**config.mk**
```make
export PLATFORM = sky130hd
export DESIGN_NAME = shr1_unit
export DESIGN_NICKNAME = d
export VERILOG_FILES = /design/src/rtl/shr1_pkg.sv /design/src/rtl/shr1_decode.sv /design/src/rtl/shr1_core.sv /design/src/rtl/shr1_outreg.sv /design/src/rtl/shr1_unit.sv
export SDC_FILE = /design/constraint.sdc
export NUM_CORES = 1
export LEC_CHECK = 0
export BUFFER_PORTS_ARGS = -buffer_cell sky130_fd_sc_hd__clkbuf_2
export CAP_MARGIN = 20
export CORE_MARGIN = 3
export CORE_UTILIZATION = 44
export DETAILED_ROUTE_END_ITERATION = 12
export GPL_TIMING_DRIVEN = 0
export PLACE_DENSITY = 0.79
export SLEW_MARGIN = 20
export SYNTH_ARGS = -nofsm -noshare
export SYNTH_HDL_FRONTEND = slang
export SYNTH_SLANG_ARGS = --single-unit
```
**constraint.sdc**
```tcl
create_clock -name clk -period 1.7 [get_ports clk]
set_clock_uncertainty 0.2 [all_clocks]
set_input_delay 0.255 -clock clk [delete_from_list [all_inputs] [get_ports clk]]
set_output_delay 0.255 -clock clk [all_outputs]
set_load 0.02 [all_outputs]
```
**src/rtl/shr1_pkg.sv**
```systemverilog
package shr1_pkg;

   // Variant chosen by the decoder; SHK_NONE marks an unrecognised code.
   typedef enum logic [1:0] {
      SHK_ARITH = 2'd0,
      SHK_CARRY = 2'd1,
      SHK_LOGIC = 2'd2,
      SHK_NONE  = 2'd3
   } shr1_kind_e;

   localparam int unsigned SHR1_NUM_KINDS = 3;

endpackage

```
**src/rtl/shr1_decode.sv**
```systemverilog
module shr1_decode
   import shr1_pkg::*;
#(
   parameter int unsigned FUNC_W     = 16,
   parameter logic [FUNC_W-1:0] CODE_ARITH = 16'h0001,
   parameter logic [FUNC_W-1:0] CODE_CARRY = 16'h0021,
   parameter logic [FUNC_W-1:0] CODE_LOGIC = 16'h0041
) (
   input  logic [FUNC_W-1:0] func,
   output shr1_kind_e        kind,
   output logic              legal
);

   localparam logic [FUNC_W-1:0] CODES [SHR1_NUM_KINDS] = '{CODE_ARITH, CODE_CARRY, CODE_LOGIC};

   if ((CODE_ARITH == CODE_CARRY) || (CODE_ARITH == CODE_LOGIC) || (CODE_CARRY == CODE_LOGIC)) begin : g_bad_codes
      $error("shr1_decode: function codes must be distinct");
   end

   logic [SHR1_NUM_KINDS-1:0] hit;

   for (genvar k = 0; k < SHR1_NUM_KINDS; k++) begin : g_match
      assign hit[k] = (func == CODES[k]);
   end

   always_comb begin
      kind = SHK_NONE;
      unique case (1'b1)
         hit[0]:  kind = SHK_ARITH;
         hit[1]:  kind = SHK_CARRY;
         hit[2]:  kind = SHK_LOGIC;
         default: kind = SHK_NONE;
      endcase
   end

   assign legal = |hit;

endmodule

```
**src/rtl/shr1_core.sv**
```systemverilog
module shr1_core
   import shr1_pkg::*;
#(
   parameter int unsigned DATA_W = 32
) (
   input  shr1_kind_e        kind,
   input  logic [DATA_W-1:0] opnd,
   input  logic              carry_in,
   output logic [DATA_W-1:0] result,
   output logic              carry_out
);

   if (DATA_W < 2) begin : g_bad_width
      $error("shr1_core: DATA_W must be at least 2");
   end

   logic fill;

   always_comb begin
      unique case (kind)
         SHK_ARITH: fill = opnd[DATA_W-1];
         SHK_CARRY: fill = carry_in;
         SHK_LOGIC: fill = 1'b0;
         default:   fill = 1'b0;
      endcase
   end

   // Unrecognised codes pass the operand and the old carry through.
   always_comb begin
      if (kind == SHK_NONE) begin
         result    = opnd;
         carry_out = carry_in;
      end else begin
         result    = {fill, opnd[DATA_W-1:1]};
         carry_out = opnd[0];
      end
   end

endmodule

```
**src/rtl/shr1_outreg.sv**
```systemverilog
module shr1_outreg #(
   parameter int unsigned DATA_W = 32
) (
   input  logic              clk,
   input  logic              rst_n,
   input  logic              in_valid,
   input  logic              legal,
   input  logic [DATA_W-1:0] result_d,
   input  logic              carry_d,
   output logic              valid_q,
   output logic [DATA_W-1:0] result_q,
   output logic              carry_q,
   output logic              we_q,
   output logic              illegal_q
);

   always_ff @(posedge clk) begin
      if (!rst_n) begin
         valid_q   <= 1'b0;
         we_q      <= 1'b0;
         illegal_q <= 1'b0;
         result_q  <= '0;
         carry_q   <= 1'b0;
      end else begin
         valid_q   <= in_valid;
         we_q      <= in_valid & legal;
         illegal_q <= in_valid & ~legal;
         if (in_valid) begin
            result_q <= result_d;
            carry_q  <= carry_d;
         end
      end
   end

endmodule

```
**src/rtl/shr1_unit.sv**
```systemverilog
module shr1_unit
   import shr1_pkg::*;
#(
   parameter int unsigned DATA_W = 32,
   parameter int unsigned FUNC_W = 16,
   parameter logic [FUNC_W-1:0] CODE_ARITH = 16'h0001,
   parameter logic [FUNC_W-1:0] CODE_CARRY = 16'h0021,
   parameter logic [FUNC_W-1:0] CODE_LOGIC = 16'h0041
) (
   input  logic              clk,
   input  logic              rst_n,
   input  logic              in_valid,
   input  logic [FUNC_W-1:0] in_func,
   input  logic [DATA_W-1:0] in_opnd,
   input  logic              in_carry,
   output logic              out_valid,
   output logic [DATA_W-1:0] out_result,
   output logic              out_carry,
   output logic              out_carry_we,
   output logic              out_illegal
);

   shr1_kind_e        kind;
   logic              legal;
   logic [DATA_W-1:0] result_d;
   logic              carry_d;

   shr1_decode #(
      .FUNC_W     (FUNC_W),
      .CODE_ARITH (CODE_ARITH),
      .CODE_CARRY (CODE_CARRY),
      .CODE_LOGIC (CODE_LOGIC)
   ) u_decode (
      .func  (in_func),
      .kind  (kind),
      .legal (legal)
   );

   shr1_core #(
      .DATA_W (DATA_W)
   ) u_core (
      .kind      (kind),
      .opnd      (in_opnd),
      .carry_in  (in_carry),
      .result    (result_d),
      .carry_out (carry_d)
   );

   shr1_outreg #(
      .DATA_W (DATA_W)
   ) u_outreg (
      .clk       (clk),
      .rst_n     (rst_n),
      .in_valid  (in_valid),
      .legal     (legal),
      .result_d  (result_d),
      .carry_d   (carry_d),
      .valid_q   (out_valid),
      .result_q  (out_result),
      .carry_q   (out_carry),
      .we_q      (out_carry_we),
      .illegal_q (out_illegal)
   );

endmodule

```
==> results of run 1 <==
==> worst max-delay path, stage by stage <==
cell and delay [ns]:
clkbuf_2 0.10, nor4_4 0.29, nand4_1 0.16, buf_6 0.19
buf_12 0.15, mux2i_1 0.15, a21oi_1 0.08
==> area by class of cell <==
cell class              count  area [um2]
fillers                   330        1270
clock inverters             1        5.00
well taps                  46        57.6
repair buffers             87         440
multi-input cells         112         776
clock buffers               6        41.3
flip-flops and latches     36         721
plain buffers              14         104
==> cell usage in the layout (no fill, tap or decap), drive strengths merged <==
cell         count
nor2             1
a21oi           32
dlygate4sd3      1
or3              1
clkbuf         102
and2             2
a31oi            1
mux2i           32
clkinv           1
nand2            1
buf              4
nor4             2
nor2b            1
a211oi           1
o21ai           34
nor4b            1
dfxtp           36
nand4            2
xnor2            1
==> per-layer routing <==
layer,routed length (um),track usage [%],vias to the layer above
met1,1690,22.2,688
met3,286,5.78,7
met4,53,8.63,0
met2,1770,28.7,55
li1,-,-,781
met5,0,0,-
==> registers in the layout, indices dropped and copies added (netlist names) <==
signal              cells
u_outreg.illegal_q      1
u_outreg.result_q      32
u_outreg.we_q           1
u_outreg.carry_q        1
u_outreg.valid_q        1
==> final timing paths <==
| check | start | end | slack [ns] |
|---|---|---|---|
| max | in_func[10] | u_outreg.result_q[0] | 0.33 |
| min | in_opnd[30] | u_outreg.result_q[29] | 0.02 |
| min reg2reg | u_outreg.result_q[22] | u_outreg.result_q[22] | 0.34 |
| max reg2reg | u_outreg.result_q[14] | u_outreg.result_q[14] | 0.83 |
==> cell families after synthesis <==
group,Yosys count
AO/OA/AOI/OAI,68
XOR/XNOR,1
buffers and inverters,14
flip-flops,36
multiplexers,32
AND/OR/NAND/NOR,11
==> power by group through the flow <==
stage	clock network, uW	logic, uW	registers, uW
3_5_place_dp	0	323	946
3_3_place_gp	0	319	945
6_report	418	322	927
5_1_grt	457	357	935
2_1_floorplan	0	100	1010
4_1_cts	424	325	927
==> per-stage QoR <==
step / utilization (%) / instance area [um2] / cells / setup TNS (ns) / setup WS [ns]
finish: 62.8 / 2140 / 302 / 0 / 0.328
global route: 62.8 / 2140 / 302 / 0 / 0.196
CTS: 62.8 / 2140 / 302 / 0 / 0.327
detailed placement: 61.1 / 2090 / 294 / -0.589 / -0.0382
global placement: 61.1 / 2090 / 294 / -0.0410 / -0.0127
floorplan: - / 1600 / 162 / 0 / 0.196
==> flow_summary.toml, run 1 <==
[logic_synthesis]
synth_adder_area_share_pct = 0
synth-compound-area-share_pct = 21.5
synthTopCellsByArea = "dfxtp_1, mux2i_1, o21ai_0"
synthMuxAreaShare_pct = 20.0
ys_types = 21
synthXorXnorAreaFrac_pct = 0.547
synth.top_cells.by_count = "dfxtp_1, o21ai_0, a21oi_1, mux2i_1, clkbuf_1"
synth_area_per_cell_um2 = 9.88
synth_seq_cells = 36
ys_warn_count = 0
syn_inst = 162
synth-seq-area-share_pct = 45.0
synth_top_area_share_pct = 45.0
synth_largest_area_cell = "dfxtp_1"
yosysMostFrequentCell = "dfxtp_1"
synthSimpleGateAreaFrac_pct = 6.41
ys.flop_type = "dfxtp_1"
synth_top_family_by_area = "compound AO/OA/AOI/OAI gates"
netlist_area_um2 = 1600
synth_edf_count = 0
synthArstFlopShare_pct = 0
syn-num-nets = 214

[detailed_routing]
drt-vias-per-instance = 5.07
routed_wl_um = 3800
drc = 0
ant_nets = 0
drt-initial-drc-count = 104
avgRoutedWirePerCell_um = 12.6
route.vias.total = 1531
drt_pass1_iterations = 4

[place]
finalWeightedCongestion = 0.705
portBuffers = 86
post-dp-hpwl_um = 3040

[setup_path]
ff2ff_path_depth = 2
critPathCaptureType = "register"
critPathKind = "primary input to register"
worstPathRequired_ns = 1.71
start_kind = "primary input"
critPathArrivalTime_ns = 1.38
cp_max_fo = 10

[global_route]
overflow = 0
grt_usage_pct = 18.2
antenna_found_initial = 0
grt_max_degree = 11
grt_pass1_vias = 1424
grt_pass1_wl_um = 6240

[timing]
hold_viol = 0
rsz0062_at_grt = "false"
hold_ws_ns = 0.0241
setup_violations = 0
post-route-period-util_pct = 80.7
max_freq_mhz = 729
min_period_ns = 1.37
slew_headroom_pct = 70.5
final_max_slew_viol_count = 0
max_slew.worst_pin.slew_ns = 0.443

[floorplan]
start_util_pct = 46.8
die_w_um = 66.3
fp.dieH_um = 66.3
coreArea_um2 = 3420
rows = 21
io_pins = 88
dieArea_um2 = 4400

[clocking]
cts.path.max_buffers = 2
cts.hold.buffers_added = 1
root_buffer = "clkbuf_4"
h-tree-depth = 2
ctsResizeCount = 0
clock-sinks = 36
clk_pin_slew_ns = 0.10
clock_latency_ns = 0.33
cts_tree = "done"
cts_buffers = 5
cts_setup_buffers = 0

[pwr]
power.share.switching_pct = 29.1
leakagePower_uw = 0.00119
netSwitchingPower_uw = 485
combPwrFrac_pct = 19.3
fin_total_pwr_uw = 1670
p_clk_share_pct = 25.1
pwr_density_cell_nw_per_um2 = 777
seqPwrFrac_pct = 55.6
p_int_uw = 1180
vdd_ir_drop_max_v = 0.000589

[layout]
nNetsFinal = 308
antenna_cells = 0
layout-drive-gt1-share_pct = 38.7
syn2layout_area_growth_pct = 34.0

[min_path]
min-delay-path-class = "primary input to register"
hold_depth = 3

[outcome]
status = "finished, final reports clean"

[run]
drv_cap = 0
No activity file was read; power rests on OpenSTA's default activity.
==> inputs of run 2 (changes only) <==
Settings changed: CORE_UTILIZATION 44 to 39, PLACE_DENSITY 0.79 to 0.74.
Clock period 1.7 ns to 1.2 ns, I/O delays scaled along.
==> run 2 against run 1 <==
The run now ends with setup timing left. Register-to-register slack worse by 0.53 ns. Final cell count is 11% higher. Total power is 67% higher. Combinational power is 80% higher. Sequential share of layout area is 5.7 points lower. Global-route usage is 1.7 points higher. Non-clock buffer count is 31 higher.
==> flow_summary.toml, run 2 (synthesis gave the netlist of run 1 again) <==
[setup_path]
r2r_slack_ns = 0.30
critPathKind = "primary input to register"
worstPathRequired_ns = 1.16
r2r-start = "u_outreg.result_q[0]"
critPathCaptureType = "register"
start_kind = "primary input"
cp_max_fo = 5
ff2ff_path_depth = 2
critPathArrivalTime_ns = 1.27
timing.rr.end = "u_outreg.result_q[0]"

[timing]
final_max_slew_viol_count = 0
post-route-period-util_pct = 109
slew_headroom_pct = 69.3
tns_ns = -2.64
max_freq_mhz = 763
hold_viol = 0
max_slew.worst_pin.slew_ns = 0.460
rsz0062_at_grt = "true"
hold_ws_ns = 0.00377
fin_ws_ns = -0.110
min_period_ns = 1.31
setup_violations = 33

[run]
drv_cap = 0

[clocking]
cts.path.max_buffers = 2
cts_tree = "done"
h-tree-depth = 2
clk_pin_slew_ns = 0.07
clock_latency_ns = 0.29
root_buffer = "clkbuf_8"
cts_buffers = 5
clock-sinks = 36

[global_route]
grt_pass1_wl_um = 7850
grt_usage_pct = 19.9
grt_pass1_vias = 1730
overflow = 0
grt_max_degree = 11
antenna_found_initial = 0

[pwr]
vdd_ir_drop_max_v = 0.000611
pwr_density_cell_nw_per_um2 = 1070
leakagePower_uw = 0.00138

[layout]
syn2layout_area_growth_pct = 62.5
top_register = "u_outreg.result_q"
fin_area_um2 = 2600
final_cell_mix = "clkbuf_2, o21ai_0, mux2i_1, a21oi_1, dfxtp_1"
nNetsFinal = 339
n_fill_cell = 301
largest_reg_flops = 32
multiInputGateArea_um2 = 792
seqCellArea_um2 = 726
layout_commonest_cell = "clkbuf_2"
antenna_cells = 0
layout-drive-gt1-share_pct = 37.2

[outcome]
violations = "setup timing"
status = "complete, but fails checks"

[floorplan]
dieArea_um2 = 4910
coreArea_um2 = 3800
io_pins = 88
start_util_pct = 42.1
fp.dieH_um = 70.1
die_w_um = 70.1
rows = 22

[min_path]
min-delay-path-class = "primary input to register"
min_from = "in_opnd[7]"
hold_depth = 3
holdPathEnd = "u_outreg.result_q[7]"

[place]
portBuffers = 86
placed_cell_area_um2 = 2100
post-dp-hpwl_um = 3160
dp_slack_ns = -0.428
finalWeightedCongestion = 0.740

[detailed_routing]
ant_nets = 0
drt-initial-drc-count = 80
drt-vias-per-instance = 5.07
wl_met1_um = 2050
routed_wl_um = 4940
avgRoutedWirePerCell_um = 14.7
routed.top_layer = "met4"
met2_length_um = 2490
drt_pass1_iterations = 4
route.vias.total = 1704
dr_wl_met3_um = 282
drc = 0
run 2: area by class of cell:
class,instances,share of cell area (%)
plain buffers,14,3.99
clock buffers,8,3.46
multi-input cells,112,30.5
flip-flops and latches,36,27.9
well taps,48,2.31
repair buffers,118,31.9
run 2: worst max-delay path by stage:
stage                            from                     to  slack, ns  cells past startpoint
after floorplan            in_func[2]       u_outreg.carry_q      -0.20                      6
after global placement     in_func[2]  u_outreg.result_q[30]      -0.43                      7
after detailed placement  in_func[10]  u_outreg.result_q[15]      -0.43                      7
after CTS                  in_func[7]  u_outreg.result_q[10]      -0.09                      7
after global routing      in_func[14]  u_outreg.result_q[14]      -0.18                      7
final                      in_func[7]  u_outreg.result_q[14]      -0.11                      7
run 2: critical path, stage by stage:
cell and delay (ns):
clkbuf_2 0.10, nor4_4 0.29, nand4_1 0.14, buf_6 0.18
clkbuf_16 0.16, mux2i_1 0.15, a21oi_1 0.08
run 2: power by group:
group	internal (uW)	total, uW	leakage, uW	switching [uW]
clock	468	896	0.0000455	428
sequential	1280	1320	0.000300	39.5
combinational	274	578	0.00103	304
total	2020	2790	0.00138	771
run 2: repair_timing:
item | 4_1_cts | 5_1_grt
endpoints found under the setup margin | 29 | 58
pin swaps | 2 | 3
hold buffers | 30 | 0
buffers inserted | 1 | 0
cloned | 0 | 1
endpoints found under the hold margin | 30 | 0
gates resized for setup | 0 | 50
run 2: layer usage:
layer  up-vias  global-route usage, %
li1        839                      -
met1       795                   22.1
met2        57                   34.5
met3        13                   6.04
met4         0                   9.36
met5         -                      0
run 2: per-stage QoR:
| step | cells | utilization, % | total power, uW |
|---|---|---|---|
| 2_1_floorplan | 162 | - | 1580 |
| 3_3_place_gp | 296 | 55.3 | 1790 |
| 3_5_place_dp | 296 | 55.3 | 1800 |
| 4_1_cts | 335 | 66.1 | 2760 |
| 5_1_grt | 336 | 68.4 | 2920 |
| 6_report | 336 | 68.4 | 2790 |
==> inputs of run 3 (changes only) <==
Settings changed: SETUP_SLACK_MARGIN set to 0.3.
Clock period 1.2 ns to 1.1 ns, I/O delays scaled along.
==> run 3 against run 2 <==
Worst hold slack got worse by 0.062 ns. Register-to-register slack worse by 0.22 ns. Sequential share of layout area increased by 0.25 points. Die area unchanged. Clock power rose by 10%. Combinational power up 23%. Worst setup slack lost 0.13 ns. Highest routed layer unchanged. Utilization rose by 3.1 points. The flow finishes with violations (hold timing, setup timing). Critical path depth unchanged. Total power up 14%. Largest power group unchanged. Sequential power up 13%. Non-clock buffer count down 28.
==> flow_summary.toml, run 3 (synthesis gave the netlist of run 1 again) <==
[clocking]
cts_tree = "done"
clk_pin_slew_ns = 0.07
clock-sinks = 36
cts.path.max_buffers = 2
root_buffer = "clkbuf_8"
clock_latency_ns = 0.30
h-tree-depth = 2
cts_buffers = 5

[detailed_routing]
drt_pass1_iterations = 4
drc = 0
drt-initial-drc-count = 96
ant_nets = 0
route.vias.total = 1629
routed_wl_um = 4970
avgRoutedWirePerCell_um = 16.1
drt-vias-per-instance = 5.29

[floorplan]
die_w_um = 70.1
io_pins = 88
coreArea_um2 = 3800
rows = 22
fp.dieH_um = 70.1
start_util_pct = 42.1
dieArea_um2 = 4910

[min_path]
min-delay-path-class = "primary input to register"

[setup_path]
critPathKind = "primary input to register"
critPathCaptureType = "register"
cp_max_fo = 5
critPathArrivalTime_ns = 1.30
start_kind = "primary input"
worstPathRequired_ns = 1.06

[timing]
post-route-period-util_pct = 122
hold_ws_ns = -0.0583
max_slew.worst_pin.slew_ns = 0.473
max_freq_mhz = 745
fin_ws_ns = -0.243
hold_viol = 28
rsz0062_at_grt = "true"
slew_headroom_pct = 68.4
setup_violations = 70
min_period_ns = 1.34
final_max_slew_viol_count = 0

[place]
placed_cell_area_um2 = 2100
finalWeightedCongestion = 0.740
portBuffers = 86
post-dp-hpwl_um = 3160
place_inst = 296

[pwr]
seqPwrFrac_pct = 46.6
pwr_density_cell_nw_per_um2 = 1170
combPwrFrac_pct = 22.3
vdd_ir_drop_max_v = 0.000743
fin_total_pwr_uw = 3190
leakagePower_uw = 0.00136
netSwitchingPower_uw = 886
power.share.switching_pct = 27.8
p_clk_share_pct = 31.1
p_int_uw = 2300

[layout]
syn2layout_area_growth_pct = 69.9
layout_commonest_cell = "clkbuf_2"
multiInputGateArea_um2 = 825
top_register = "u_outreg.result_q"
final_cell_mix = "clkbuf_2, buf_8, dfxtp_2"
seqCellArea_um2 = 766
fin_area_um2 = 2720
n_fill_cell = 309
fin_cells = 308
largest_reg_flops = 32
nNetsFinal = 311
antenna_cells = 0
layout-drive-gt1-share_pct = 55.8

[global_route]
antenna_found_initial = 0
grt_max_degree = 11
grt_pass1_vias = 1675
overflow = 0
grt_pass1_wl_um = 7850
grt_usage_pct = 20.1

[outcome]
violations = "hold timing, setup timing"
status = "complete, but fails checks"

[run]
drv_cap = 0
## run 3: changes by cell type in the layout (fill, tap and decap cells not counted), sizes merged
| cell | before | now |
|---|---|---|
| buf | 31 | 46 |
| dlygate4sd3 | 30 | 0 |
| clkbuf | 79 | 66 |
## run 3: layout make-up
class / count / area share (%)
Buffer: 14 / 4.00
Clock buffer: 8 / 3.31
Multi-Input combinational cell: 112 / 30.3
Sequential cell: 36 / 28.2
Tap cell: 48 / 2.21
Timing Repair Buffer: 90 / 32.0
## run 3: power by group through the flow
stage | combinational (uW) | sequential [uW] | clock [uW]
after global routing | 761 | 1500 | 1070
after CTS | 640 | 1460 | 989
after global placement | 499 | 1460 | 0
final | 710 | 1490 | 990
after detailed placement | 509 | 1460 | 0
after floorplan | 156 | 1560 | 0
## run 3: what timing repair did
action                                  in CTS  in global routing
resized for setup                          105                 54
gates cloned                                 0                  1
endpoints found under the setup margin      71                 71
pin swaps                                    2                  5
buffers inserted                             2                  1
hold endpoints to repair                    33                 13
## run 3: worst max-delay path: stages
cell and delay, ns:
buf_6 0.10, nor4_4 0.28, nand4_1 0.14, buf_6 0.18, buf_12 0.14, mux2i_1 0.20, a21oi_1 0.10
## run 3: path summary, 6_finish.rpt
check / slack, ns / depth (start not counted) / endpoint / from
worst min register to register: 0.35 / 2 / u_outreg.result_q[21] / u_outreg.result_q[21]
worst min-delay path: -0.06 / 3 / u_outreg.result_q[31] / in_opnd[31]
worst max register to register: 0.08 / 3 / u_outreg.result_q[14] / u_outreg.result_q[14]
worst max-delay path: -0.24 / 7 / u_outreg.result_q[12] / in_func[11]
## run 3: stage by stage
stage	utilization (%)	worst slack, ns	TNS [ns]	hold WS (ns)
floorplan	-	-0.285	-9.08	0.103
CTS	67.8	-0.180	-6.51	-0.0446
finish	71.6	-0.243	-6.28	-0.0583
global route	71.6	-0.256	-8.66	-0.0421
detailed placement	55.3	-0.513	-16.27	0.258
global placement	55.3	-0.519	-16.16	0.251
## run 3: metal layers
metal	global-route usage, %	wire length [um]	vias up	part of all wire (%)
met4	8.30	61	0	1.2
met2	35.7	2610	68	53
met1	22.3	1910	768	39
li1	-	-	785	-
met5	0	0	-	0
met3	5.76	377	8	7.6
